===== src/rtl/ictr_pkg.sv =====
package ictr_pkg;

    typedef enum logic [2:0] {
        MD_TERM    = 3'd0,
        MD_ONESHOT = 3'd1,
        MD_RATE    = 3'd2,
        MD_SQUARE  = 3'd3,
        MD_SWSTB   = 3'd4,
        MD_HWSTB   = 3'd5
    } tmr_mode_e;

    // codes 6 and 7 fold onto the rate and square modes
    function automatic tmr_mode_e norm_mode(input logic [2:0] code);
        case (code)
            3'd6:    norm_mode = MD_RATE;
            3'd7:    norm_mode = MD_SQUARE;
            default: norm_mode = tmr_mode_e'(code);
        endcase
    endfunction

endpackage


===== src/rtl/ictr_ctrl.sv =====
module ictr_ctrl
    import ictr_pkg::*;
#(
    parameter int CNT_W = 16
) (
    input  logic             clk,
    input  logic             rst_n,
    input  logic             cnt_en,
    input  logic             gate,
    input  logic             load_valid,
    input  logic [2:0]       load_mode,
    input  logic [CNT_W-1:0] load_count,
    output tmr_mode_e        mode_q,
    output logic [CNT_W:0]   span_q,
    output logic [CNT_W:0]   restart_span,
    output logic             restart,
    output logic             adv
);
    localparam int PH_W = CNT_W + 1;
    localparam logic [PH_W-1:0] FULL_SPAN = {1'b1, {CNT_W{1'b0}}};

    typedef struct packed {
        tmr_mode_e       mode;
        logic [PH_W-1:0] span;
        logic            gate;
    } ctrl_s;

    ctrl_s st_d, st_q;
    logic  rise, retrig, free_run;
    logic [PH_W-1:0] new_span;

    always_comb begin
        st_d      = st_q;
        st_d.gate = gate;
        rise      = gate & ~st_q.gate;
        new_span  = (load_count == '0) ? FULL_SPAN : {1'b0, load_count};
        retrig    = (st_q.mode == MD_ONESHOT) || (st_q.mode == MD_RATE) ||
                    (st_q.mode == MD_SQUARE)  || (st_q.mode == MD_HWSTB);
        free_run  = (st_q.mode == MD_ONESHOT) || (st_q.mode == MD_HWSTB);
        restart   = load_valid | (rise & retrig);
        adv       = ~restart & cnt_en & (gate | free_run);
        restart_span = load_valid ? new_span : st_q.span;
        if (load_valid) begin
            st_d.mode = norm_mode(load_mode);
            st_d.span = new_span;
        end
    end

    always_ff @(posedge clk) begin
        if (!rst_n) begin
            st_q.mode <= MD_TERM;
            st_q.span <= FULL_SPAN;
            st_q.gate <= 1'b0;
        end else begin
            st_q <= st_d;
        end
    end

    assign mode_q = st_q.mode;
    assign span_q = st_q.span;

    // gated modes never advance with the gate low
    p_gate_pause_r9: assert property (@(posedge clk) disable iff (!rst_n)
        ((st_q.mode == MD_TERM || st_q.mode == MD_RATE ||
          st_q.mode == MD_SQUARE || st_q.mode == MD_SWSTB) && !gate) |-> !adv);

    // a zero count is stored as the full 2^CNT_W span
    p_zero_span_r10: assert property (@(posedge clk) disable iff (!rst_n)
        (load_valid && load_count == '0) |=> (span_q == FULL_SPAN));

endmodule


===== src/rtl/ictr_phase.sv =====
module ictr_phase #(
    parameter int CNT_W = 16
) (
    input  logic             clk,
    input  logic             rst_n,
    input  logic             restart,
    input  logic [CNT_W:0]   restart_span,
    input  logic             adv,
    input  logic [CNT_W:0]   span,
    output logic [CNT_W:0]   phase,
    output logic [1:0]       wraps,
    output logic [CNT_W-1:0] down
);
    localparam int PH_W = CNT_W + 1;
    localparam logic [PH_W-1:0] ONE_P = 1;
    localparam logic [CNT_W-1:0] ONE_C = 1;
    localparam logic [1:0] WRAP_SAT = 2'd2;

    typedef struct packed {
        logic [PH_W-1:0]  phase;
        logic [1:0]       wraps;
        logic [CNT_W-1:0] down;
    } ph_s;

    ph_s st_d, st_q;

    always_comb begin
        st_d = st_q;
        if (restart) begin
            st_d.phase = '0;
            st_d.wraps = '0;
            st_d.down  = restart_span[CNT_W-1:0];
        end else if (adv) begin
            st_d.down = st_q.down - ONE_C;
            if (st_q.phase == span - ONE_P) begin
                st_d.phase = '0;
                if (st_q.wraps != WRAP_SAT) st_d.wraps = st_q.wraps + 2'd1;
            end else begin
                st_d.phase = st_q.phase + ONE_P;
            end
        end
    end

    always_ff @(posedge clk) begin
        if (!rst_n) begin
            st_q.phase <= '0;
            st_q.wraps <= '0;
            st_q.down  <= '0;
        end else begin
            st_q <= st_d;
        end
    end

    assign phase = st_q.phase;
    assign wraps = st_q.wraps;
    assign down  = st_q.down;

    // phase always stays inside the current period
    p_phase_bound_r4: assert property (@(posedge clk) disable iff (!rst_n)
        phase < span);

    // without a tick or restart the state holds
    p_hold_idle_r11: assert property (@(posedge clk) disable iff (!rst_n)
        (!restart && !adv) |=> $stable(st_q));

    // a restart clears the elapsed position
    p_restart_zero_r2: assert property (@(posedge clk) disable iff (!rst_n)
        restart |=> (phase == '0 && wraps == 2'd0));

endmodule


===== src/rtl/ictr_wave.sv =====
module ictr_wave
    import ictr_pkg::*;
#(
    parameter int CNT_W = 16
) (
    input  tmr_mode_e        mode,
    input  logic [CNT_W:0]   span,
    input  logic [CNT_W:0]   phase,
    input  logic [1:0]       wraps,
    input  logic [CNT_W-1:0] down,
    output logic [CNT_W-1:0] count_view,
    output logic             out_level
);
    localparam int PH_W = CNT_W + 1;
    localparam logic [PH_W:0] ONE_X = 1;

    logic [PH_W:0]   twice, span_x, fold, half;
    logic [PH_W-1:0] rate_cnt, sq_cnt;

    always_comb begin
        twice    = {phase, 1'b0};
        span_x   = {1'b0, span};
        fold     = (twice >= span_x) ? (twice - span_x) : twice;
        half     = (span_x + ONE_X) >> 1;
        rate_cnt = span - phase;
        sq_cnt   = span - fold[PH_W-1:0];
        case (mode)
            MD_RATE: begin
                count_view = rate_cnt[CNT_W-1:0];
                out_level  = (phase == '0) && (wraps != 2'd0);
            end
            MD_SQUARE: begin
                count_view = sq_cnt[CNT_W-1:0];
                out_level  = ({1'b0, phase} < half);
            end
            MD_SWSTB, MD_HWSTB: begin
                count_view = down;
                out_level  = (phase == '0) && (wraps == 2'd1);
            end
            default: begin
                count_view = down;
                out_level  = (wraps != 2'd0);
            end
        endcase
    end

endmodule


===== src/rtl/ictr_channel.sv =====
module ictr_channel
    import ictr_pkg::*;
#(
    parameter int CNT_W = 16
) (
    input  logic             clk,
    input  logic             rst_n,
    input  logic             cnt_en,
    input  logic             gate,
    input  logic             load_valid,
    input  logic [2:0]       load_mode,
    input  logic [CNT_W-1:0] load_count,
    output logic [CNT_W-1:0] count_view,
    output logic             out_level
);
    localparam int PH_W = CNT_W + 1;

    tmr_mode_e        mode_q;
    logic [PH_W-1:0]  span_q, restart_span, phase;
    logic             restart, adv;
    logic [1:0]       wraps;
    logic [CNT_W-1:0] down;

    ictr_ctrl #(.CNT_W(CNT_W)) ctrl_i (
        .clk(clk), .rst_n(rst_n), .cnt_en(cnt_en), .gate(gate),
        .load_valid(load_valid), .load_mode(load_mode), .load_count(load_count),
        .mode_q(mode_q), .span_q(span_q), .restart_span(restart_span),
        .restart(restart), .adv(adv)
    );

    ictr_phase #(.CNT_W(CNT_W)) phase_i (
        .clk(clk), .rst_n(rst_n), .restart(restart), .restart_span(restart_span),
        .adv(adv), .span(span_q), .phase(phase), .wraps(wraps), .down(down)
    );

    ictr_wave #(.CNT_W(CNT_W)) wave_i (
        .mode(mode_q), .span(span_q), .phase(phase), .wraps(wraps), .down(down),
        .count_view(count_view), .out_level(out_level)
    );

    // once high in modes 0/1 the output stays high until a restart
    p_sticky_out_r3: assert property (@(posedge clk) disable iff (!rst_n)
        ((mode_q == MD_TERM || mode_q == MD_ONESHOT) && out_level && !restart)
        |=> out_level);

    // a strobe ends on the next counter tick
    p_strobe_single_r6: assert property (@(posedge clk) disable iff (!rst_n)
        ((mode_q == MD_SWSTB || mode_q == MD_HWSTB) && out_level && adv)
        |=> !out_level);

    // in the plain counting modes one tick lowers the visible count by one
    p_wrap_step_r7: assert property (@(posedge clk) disable iff (!rst_n)
        ((mode_q == MD_TERM || mode_q == MD_ONESHOT) && adv)
        |=> (count_view == $past(count_view) - 16'd1));

endmodule


===== config.mk =====
export PLATFORM = sky130hd
export DESIGN_NAME = ictr_channel
export DESIGN_NICKNAME = d
export VERILOG_FILES = /design/src/rtl/ictr_pkg.sv /design/src/rtl/ictr_ctrl.sv /design/src/rtl/ictr_phase.sv /design/src/rtl/ictr_wave.sv /design/src/rtl/ictr_channel.sv
export SDC_FILE = /design/constraint.sdc
export NUM_CORES = 1
export LEC_CHECK = 0
export BUFFER_PORTS_ARGS = -buffer_cell sky130_fd_sc_hd__buf_2
export CORE_MARGIN = 1
export CORE_UTILIZATION = 35
export CTS_BUF_LIST = sky130_fd_sc_hd__clkbuf_4
export DETAILED_ROUTE_END_ITERATION = 10
export PLACE_DENSITY = 0.52
export SKIP_LAST_GASP = 1
export SYNTH_ARGS = -nofsm -noshare
export SYNTH_HDL_FRONTEND = slang
export SYNTH_SLANG_ARGS = --single-unit

===== constraint.sdc =====
create_clock -name clk -period 12.9 [get_ports clk]
set_input_delay 1.29 -clock clk [delete_from_list [all_inputs] [get_ports clk]]
set_output_delay 1.29 -clock clk [all_outputs]
set_load 0.05 [all_outputs]

==> metrics.txt, run 1 <==
# TYPE chip_impl_metric gauge
chip_impl_metric{name="synth_cell_type_count",unit=""} 71
chip_impl_metric{name="max_cap_viol_count",unit=""} 0
chip_impl_metric{name="gpl.final_weighted_congestion",unit=""} 0.8810
chip_impl_metric{name="num_vias",unit=""} 5492
chip_impl_metric{name="antennaDiodeCount",unit=""} 0
chip_impl_info{name="yosys-top-cells-area",value="sky130_fd_sc_hd__dfxtp_1 (19%), sky130_fd_sc_hd__ha_1 (12%), sky130_fd_sc_hd__xnor2_1 (8.0%)"} 1
chip_impl_metric{name="fp.dieArea",unit="um^2"} 17000
chip_impl_metric{name="power.ir.vdd_worst",unit="uV"} 55.27
chip_impl_metric{name="postCtsResizedCells",unit=""} 0
chip_impl_metric{name="power.density_cell_area",unit="nW/um^2"} 82.72
chip_impl_metric{name="clk_path_buf_depth",unit=""} 2
chip_impl_metric{name="internal-power",unit="uW"} 308.0
chip_impl_metric{name="wl_per_cell",unit="um"} 18.46
chip_impl_metric{name="placed_cells",unit=""} 966
chip_impl_metric{name="clock_latency",unit="ps"} 450
chip_impl_metric{name="grt_antenna_before_repair",unit=""} 0
chip_impl_metric{name="layout-drive-gt1-share",unit="%"} 10.17
chip_impl_metric{name="finalHoldViolCount",unit=""} 0
chip_impl_metric{name="clock_power_share",unit="%"} 25.3
chip_impl_metric{name="ioPinCount",unit=""} 41
chip_impl_metric{name="number_of_global_route_vias_before_repair",unit=""} 5342
chip_impl_metric{name="min_period",unit="ps"} 8212
chip_impl_metric{name="synthesized_cell_area",unit="um^2"} 5771
chip_impl_metric{name="synth.ff_latch_count",unit=""} 56
chip_impl_metric{name="fin_tns_setup",unit="ps"} 0
chip_impl_metric{name="use_met3",unit="%"} 2.932
chip_impl_metric{name="routed_wire_length",unit="mm"} 17.96
chip_impl_metric{name="syn_area_per_cell",unit="um^2"} 7.735
chip_impl_metric{name="power_leakage",unit="nW"} 2.392
chip_impl_info{name="setup.worst_path.end_class",value="output port"} 1
chip_impl_metric{name="swShare",unit="%"} 39.04
chip_impl_metric{name="die_width",unit="um"} 130.4
chip_impl_metric{name="maxClockFrequency",unit="GHz"} 0.1218
chip_impl_metric{name="multiInputGateArea",unit="um^2"} 4295
chip_impl_info{name="tritoncts_clock_tree",value="done"} 1
chip_impl_metric{name="dp_hpwl",unit="mm"} 14.05
chip_impl_metric{name="floorplan.core_area",unit="um^2"} 16000
chip_impl_metric{name="final_max_slew_viol_count",unit=""} 0
chip_impl_metric{name="combPwrFrac",unit="%"} 35.9
chip_impl_info{name="status",value="completed"} 1
chip_impl_info{name="ys.flop_type",value="sky130_fd_sc_hd__dfxtp_1"} 1
chip_impl_metric{name="number_of_enable_type_register_cells_in_the_synthesized_netlist",unit=""} 0
chip_impl_metric{name="tritoncts.num_buffers",unit=""} 5
chip_impl_metric{name="global_route_wire_length_before_repair",unit="mm"} 28.57
chip_impl_metric{name="place_area",unit="um^2"} 6011
chip_impl_metric{name="critPathArrivalTime",unit="ps"} 6920
chip_impl_metric{name="timing.critical_path.required",unit="ps"} 11610
chip_impl_metric{name="final_min_period_over_clock_period",unit="%"} 63.66
chip_impl_info{name="worst_hold_path_type",value="reg2reg"} 1
chip_impl_metric{name="number_of_port_buffers",unit=""} 40
chip_impl_info{name="start_kind",value="register"} 1
chip_impl_metric{name="asyncSetResetFlopFracSynth",unit="%"} 0
chip_impl_metric{name="floorplan.die.height",unit="um"} 130.4
chip_impl_metric{name="drt-initial-drc-count",unit=""} 351
chip_impl_metric{name="yosysSeqAreaShare",unit="%"} 19.43
chip_impl_metric{name="global_route.usage.met1",unit="%"} 28.62
chip_impl_info{name="top_usage_layer",value="met2"} 1
chip_impl_metric{name="timing.max_slew.rel_slack",unit="%"} 25.30
chip_impl_metric{name="proportion_of_netlist_area_held_by_the_largest_area_contributor",unit="%"} 19.43
chip_impl_metric{name="cts.sinks",unit=""} 56
chip_impl_metric{name="postSynthNetCount",unit=""} 827
chip_impl_metric{name="yosysWarningCount",unit=""} 0
chip_impl_metric{name="global_route.usage.met2",unit="%"} 38.39
chip_impl_info{name="criticalPathCategory",value="reg2out"} 1
chip_impl_metric{name="final_design_area_no_fill",unit="um^2"} 6108
chip_impl_metric{name="post_cts_buffers",unit=""} 0
chip_impl_metric{name="post_cts_hold_buffer_count",unit=""} 0
chip_impl_metric{name="detailedRoute.firstPassIterationCount",unit=""} 4
chip_impl_metric{name="clock_tree.htree_level_count",unit=""} 2
chip_impl_metric{name="finClkSkew",unit="ps"} 19.06
chip_impl_metric{name="row_count",unit=""} 46
chip_impl_metric{name="finalSetupViolations",unit=""} 0
chip_impl_info{name="cts.root.buffer_cell",value="sky130_fd_sc_hd__clkbuf_4"} 1
chip_impl_metric{name="initial_utilization",unit="%"} 36.07
chip_impl_metric{name="total_switching_power",unit="uW"} 197.3
chip_impl_info{name="grt_setup_unrepaired",value="no"} 1
chip_impl_metric{name="filler_cell_count",unit=""} 1765
chip_impl_metric{name="route.antenna.remaining_nets",unit=""} 0
chip_impl_metric{name="global_route.usage.total",unit="%"} 22.03
chip_impl_info{name="netlist.top_cell.by_area",value="sky130_fd_sc_hd__dfxtp_1"} 1
chip_impl_metric{name="layout.nets",unit=""} 838
chip_impl_metric{name="synthToLayoutAreaGrowth",unit="%"} 5.854
chip_impl_metric{name="power_frac_seq",unit="%"} 38.8
chip_impl_metric{name="ff_latch_area",unit="um^2"} 1121
chip_impl_metric{name="netlist_instances",unit=""} 746
chip_impl_metric{name="path_max_fanout",unit=""} 27
chip_impl_metric{name="drc",unit=""} 0
chip_impl_metric{name="clk_pin_slew_worst_paths",unit="ps"} 190
chip_impl_metric{name="vias_per_cell",unit=""} 5.644
chip_impl_metric{name="post_layout_nonfiller_instances",unit=""} 973
chip_impl_metric{name="grt_max_degree",unit=""} 31
chip_impl_metric{name="globalRouteOverflowTotal",unit=""} 0
chip_impl_metric{name="worst-slew-pin-transition",unit="ps"} 1106
layout by cell type, fill, tap and decap left out, types with 24 or more instances in the layout:
master	instances
sky130_fd_sc_hd__nand3_1	24
sky130_fd_sc_hd__inv_1	30
sky130_fd_sc_hd__a21oi_1	38
sky130_fd_sc_hd__o21ai_0	37
sky130_fd_sc_hd__nor3_1	25
sky130_fd_sc_hd__nand2_1	59
sky130_fd_sc_hd__xor2_1	32
sky130_fd_sc_hd__nor2_1	75
sky130_fd_sc_hd__dfxtp_1	56
sky130_fd_sc_hd__buf_2	40
sky130_fd_sc_hd__ha_1	55
sky130_fd_sc_hd__xnor2_1	53
per-layer routing:
metal	share of wire, %	wire length [um]	vias up
li1	-	-	2707
met4	1.4	259	0
met1	47	8371	2648
met5	0	0	-
met3	4.0	727	18
met2	48	8604	119
sequential cells by signal (all words and copies together) (netlist names):
signal / cells
phase_i.down: 16
ctrl_i.mode_q: 3
ctrl_i.st_q: 1
phase_i.wraps: 2
ctrl_i.span_q: 17
phase_i.phase: 17
power by group through the flow:
stage | Sequential (mW) | Combinational, mW | Clock, mW
final | 0.196 | 0.181 | 0.128
after global placement | 0.199 | 0.179 | 0
after CTS | 0.196 | 0.180 | 0.131
after global routing | 0.198 | 0.197 | 0.135
after floorplan | 0.193 | 0.144 | 0
after detailed placement | 0.199 | 0.179 | 0
cells in the mapped netlist, types with 13 or more instances:
cell type	instances
sky130_fd_sc_hd__xnor2_1	53
sky130_fd_sc_hd__a211oi_1	17
sky130_fd_sc_hd__nand2_1	59
sky130_fd_sc_hd__dfxtp_1	56
sky130_fd_sc_hd__mux2i_1	13
sky130_fd_sc_hd__nand4_1	16
sky130_fd_sc_hd__nor4_1	16
sky130_fd_sc_hd__inv_1	30
sky130_fd_sc_hd__nand3_1	24
sky130_fd_sc_hd__nor3_1	25
sky130_fd_sc_hd__clkbuf_1	23
sky130_fd_sc_hd__nor2_1	75
sky130_fd_sc_hd__o21a_1	13
sky130_fd_sc_hd__ha_1	55
sky130_fd_sc_hd__o21ai_0	37
sky130_fd_sc_hd__a21oi_1	38
sky130_fd_sc_hd__xor2_1	32
critical path, cell delays in order (launching register included):
cell                        delay [ps]
sky130_fd_sc_hd__dfxtp_1           650
sky130_fd_sc_hd__inv_1             200
sky130_fd_sc_hd__ha_1              380
sky130_fd_sc_hd__a21oi_1           240
sky130_fd_sc_hd__nor2_1            100
sky130_fd_sc_hd__o311ai_0          590
sky130_fd_sc_hd__nand3_1           230
sky130_fd_sc_hd__nand2_1           760
sky130_fd_sc_hd__mux2i_1           270
sky130_fd_sc_hd__nor2_1             60
sky130_fd_sc_hd__a21oi_1           260
sky130_fd_sc_hd__ha_1              280
sky130_fd_sc_hd__nor2b_1           140
sky130_fd_sc_hd__o31ai_1           460
sky130_fd_sc_hd__a211oi_1          240
sky130_fd_sc_hd__nor4_1            390
sky130_fd_sc_hd__nor3_1            140
sky130_fd_sc_hd__a2111oi_2         380
sky130_fd_sc_hd__xnor2_1           180
sky130_fd_sc_hd__xnor2_1            90
sky130_fd_sc_hd__o21ai_1           140
sky130_fd_sc_hd__buf_2             280
worst paths after layout:
check	endpoint	startpoint	slack [ps]	cells after the start
max	count_view[15]	ctrl_i.span_q[2]$_SDFFE_PN0P_	4690	21
min	phase_i.down[2]$_SDFFE_PN0P_	phase_i.down[2]$_SDFFE_PN0P_	530	2
max reg2reg	phase_i.phase[15]$_SDFFE_PP0P_	ctrl_i.mode_q[1]$_SDFFE_PN0P_	9390	9
min reg2reg	phase_i.down[2]$_SDFFE_PN0P_	phase_i.down[2]$_SDFFE_PN0P_	530	2
metrics by stage:
step,hold WS (ps),utilization (%),power [mW],setup slack [ps]
6_report,527.9,38.18,0.5053,4688
5_1_grt,543.4,38.18,0.5299,4263
4_1_cts,532.4,38.18,0.5071,4861
3_5_place_dp,510.1,37.57,0.3786,5406
3_3_place_gp,504.3,37.57,0.3775,5477
2_1_floorplan,469.3,-,0.3366,5904
cells by family (layout without fill, tap and decap cells):
family,after synthesis,count (layout),synth area share [%]
multiplexers,13,13,2.255
XOR/XNOR,85,85,12.90
adder cells (fa/ha/maj),57,57,12.62
AND/OR/NAND/NOR,288,288,25.91
flip-flops,56,56,19.43
AO/OA/AOI/OAI,179,179,20.75
buffers and inverters,68,79,6.136
area by class of cell:
type	count	area share (%)
clock buffer	5	0.6145
clock inverter	2	0.9832
inverter	31	1.905
multi-input combinational	622	70.32
sequential	56	18.35
tap	216	4.424
timing repair buffer	41	3.400
Note: power is estimated with default switching activity, not from simulation.
==> run 2, diff against run 1 <==
PLACE_DENSITY = 0.54   (was 0.52)
clock period = 7.4 ns   (was 12.9 ns; I/O delays follow)
==> run 2 against run 1 <==
Via count grew 0.44%. Sequential power grew 72%. Critical endpoint unchanged. Largest power group unchanged. Setup slack lost 4100 ps. Highest routed layer unchanged. Power grew 63%. Clock power grew 29%. Register-to-register slack lost 5500 ps. Clock skew grew 22 ps.
==> metrics.txt, run 2 (synthesis results as in run 1) <==
# TYPE chip_impl_metric gauge
chip_impl_metric{name="row_count",unit=""} 46
chip_impl_info{name="criticalPathCategory",value="reg2out"} 1
chip_impl_metric{name="post_cts_hold_buffer_count",unit=""} 0
chip_impl_info{name="tritoncts_clock_tree",value="done"} 1
chip_impl_metric{name="wl_per_cell",unit="um"} 17.85
chip_impl_metric{name="min_period",unit="ps"} 6784
chip_impl_metric{name="die_width",unit="um"} 130.4
chip_impl_info{name="path_delay_family",value="compound AO/OA/AOI/OAI gates"} 1
chip_impl_metric{name="grt_max_degree",unit=""} 31
chip_impl_metric{name="detailedRoute.firstPassIterationCount",unit=""} 5
chip_impl_info{name="start_kind",value="register"} 1
chip_impl_info{name="crit_path_top_delay_cell",value="sky130_fd_sc_hd__dfxtp_1"} 1
chip_impl_metric{name="maxClockFrequency",unit="GHz"} 0.1474
chip_impl_metric{name="worst-slew-pin-transition",unit="ps"} 1143
chip_impl_metric{name="postCtsResizedCells",unit=""} 0
chip_impl_metric{name="critical-path-max-stage-delay",unit="ps"} 580
chip_impl_metric{name="critical_path.n_buffers_inverters",unit=""} 2
chip_impl_metric{name="grt_antenna_before_repair",unit=""} 0
chip_impl_metric{name="clock_tree.htree_level_count",unit=""} 2
chip_impl_metric{name="global_route.usage.total",unit="%"} 21.40
chip_impl_info{name="layout.cells.most_common",value="sky130_fd_sc_hd__nor2_1"} 1
chip_impl_metric{name="gpl.final_weighted_congestion",unit=""} 0.9530
chip_impl_metric{name="num_vias",unit=""} 5516
chip_impl_metric{name="clk_pin_slew_worst_paths",unit="ps"} 230
chip_impl_metric{name="synthToLayoutAreaGrowth",unit="%"} 6.223
chip_impl_metric{name="drt-initial-drc-count",unit=""} 313
chip_impl_metric{name="timing.max_slew.rel_slack",unit="%"} 22.78
chip_impl_info{name="status",value="completed"} 1
chip_impl_metric{name="tritoncts.num_buffers",unit=""} 5
chip_impl_metric{name="final.hold.worst_slack",unit="ps"} 523.4
chip_impl_metric{name="floorplan.die.height",unit="um"} 130.4
chip_impl_info{name="layout.cells.most_common_list",value="sky130_fd_sc_hd__nor2_1 (75), sky130_fd_sc_hd__nand2_1 (58), sky130_fd_sc_hd__ha_1 (55), sky130_fd_sc_hd__dfxtp_1 (55), sky130_fd_sc_hd__xnor2_1 (53)"} 1
chip_impl_metric{name="finalSetupViolations",unit=""} 0
chip_impl_metric{name="path_max_fanout",unit=""} 11
chip_impl_metric{name="finalHoldViolCount",unit=""} 0
chip_impl_info{name="setup.worst_path.end_class",value="output port"} 1
chip_impl_metric{name="number_of_global_route_vias_before_repair",unit=""} 5322
chip_impl_metric{name="clock_latency",unit="ps"} 450
chip_impl_info{name="cts.root.buffer_cell",value="sky130_fd_sc_hd__clkbuf_4"} 1
chip_impl_metric{name="vias_per_cell",unit=""} 5.629
chip_impl_metric{name="critPathArrivalTime",unit="ps"} 6040
chip_impl_metric{name="final_max_slew_viol_count",unit=""} 0
chip_impl_metric{name="drc",unit=""} 0
chip_impl_metric{name="antennaDiodeCount",unit=""} 0
chip_impl_metric{name="ioPinCount",unit=""} 41
chip_impl_metric{name="globalRouteOverflowTotal",unit=""} 0
chip_impl_metric{name="post_layout_nonfiller_instances",unit=""} 980
chip_impl_metric{name="placed_cells",unit=""} 972
chip_impl_metric{name="floorplan.core_area",unit="um^2"} 16000
chip_impl_metric{name="layout.nets",unit=""} 844
chip_impl_metric{name="fp.dieArea",unit="um^2"} 17000
chip_impl_metric{name="dp_hpwl",unit="mm"} 14.01
chip_impl_info{name="worst_hold_path_type",value="reg2reg"} 1
chip_impl_metric{name="fin_tns_setup",unit="ps"} 0
chip_impl_metric{name="global_route_wire_length_before_repair",unit="mm"} 27.81
chip_impl_metric{name="route.antenna.remaining_nets",unit=""} 0
chip_impl_metric{name="power.density_cell_area",unit="nW/um^2"} 134.1
chip_impl_metric{name="post_cts_buffers",unit=""} 0
chip_impl_metric{name="initial_utilization",unit="%"} 36.07
chip_impl_metric{name="number_of_port_buffers",unit=""} 40
chip_impl_metric{name="timing.critical_path.required",unit="ps"} 6660
chip_impl_metric{name="final_min_period_over_clock_period",unit="%"} 91.68
chip_impl_metric{name="power_leakage",unit="nW"} 2.409
chip_impl_metric{name="max_cap_viol_count",unit=""} 0
chip_impl_metric{name="power.ir.vdd_worst",unit="uV"} 95.41
chip_impl_info{name="grt_setup_unrepaired",value="no"} 1
chip_impl_metric{name="cts.sinks",unit=""} 56
chip_impl_metric{name="clk_path_buf_depth",unit=""} 2
chip_impl_metric{name="routed_wire_length",unit="mm"} 17.49
chip_impl_metric{name="layout-drive-gt1-share",unit="%"} 11.39
chip_impl_metric{name="finClkSkew",unit="ps"} 40.68
chip_impl_info{name="critical_path_cell_sequence",value="inv_1 -> fa_1 -> a21oi_1 -> nor2_1 -> o311ai_0 -> nand3_1 -> nand2_2 -> mux2i_1 -> nor2_1 -> a21oi_1 -> ha_1 -> nor2b_1 -> o31ai_2 -> a211oi_1 -> nor4_1 -> nor3_1 -> a2111oi_2 -> xnor2_1 -> xnor2_1 -> o21ai_1 -> buf_2"} 1
## run 2: cell types whose count changed in the layout (fill, tap and decap cells not counted), sizes merged
cell / change
buf: +6
clkinvlp: +1
clkinv: +1
bufinv: -2
inv: +1
## run 2: worst register-to-register path, stage by stage, from the launching register on
cell                      delay [ps]
sky130_fd_sc_hd__dfxtp_1         410
sky130_fd_sc_hd__nor2b_1         280
sky130_fd_sc_hd__o21ai_0         250
sky130_fd_sc_hd__nand2_1         500
sky130_fd_sc_hd__nor2_1          850
sky130_fd_sc_hd__nand4_1         370
sky130_fd_sc_hd__nor2_1          360
sky130_fd_sc_hd__and3_1          220
sky130_fd_sc_hd__xnor2_1         130
sky130_fd_sc_hd__nor2_2           40
## run 2: final timing paths
kind                                               startpoint                        endpoint  slack [ps]  cells past startpoint
worst min-delay path             phase_i.down[2]$_SDFFE_PN0P_    phase_i.down[2]$_SDFFE_PN0P_         520                      2
worst max register to register  ctrl_i.mode_q[1]$_SDFFE_PN0P_  phase_i.phase[12]$_SDFFE_PP0P_        3860                      9
worst min register to register   phase_i.down[2]$_SDFFE_PN0P_    phase_i.down[2]$_SDFFE_PN0P_         520                      2
worst max-delay path            ctrl_i.span_q[0]$_SDFFE_PN0P_                  count_view[15]         620                     21
## run 2: area by class of cell
type,count,area [um^2]
tap,216,270.3
fill,1752,9871
timing repair buffer,47,252.7
clock buffer,5,37.54
sequential,56,1122
clock inverter,3,27.53
multi-input combinational,622,4303
inverter,31,116.4
## run 2: per-layer routing
layer	GRT usage, %	up-vias	share of wire [%]
li1	-	2723	-
met1	28.12	2607	46
met2	35.83	150	46
met3	3.217	36	4.5
met4	7.099	0	2.9
met5	0	-	0
## run 2: power breakdown
group / switching, mW / leakage [nW] / total [mW] / internal, mW
Sequential: 0.0215 / 0.459 / 0.338 / 0.316
Combinational: 0.200 / 1.92 / 0.319 / 0.119
Clock: 0.125 / 0.0333 / 0.165 / 0.0402
Total: 0.347 / 2.41 / 0.822 / 0.476
## run 2: stage by stage
stage          total power [mW]  area [um^2]  utilization (%)  setup slack [ps]
2_1_floorplan            0.5867         5771                -             954.4
3_3_place_gp             0.6573         6056            37.85             995.3
3_5_place_dp             0.6592         6056            37.85             858.5
4_1_cts                  0.8263         6121            38.25             302.1
5_1_grt                  0.8689         6130            38.31             22.01
6_report                 0.8221         6130            38.31             616.0
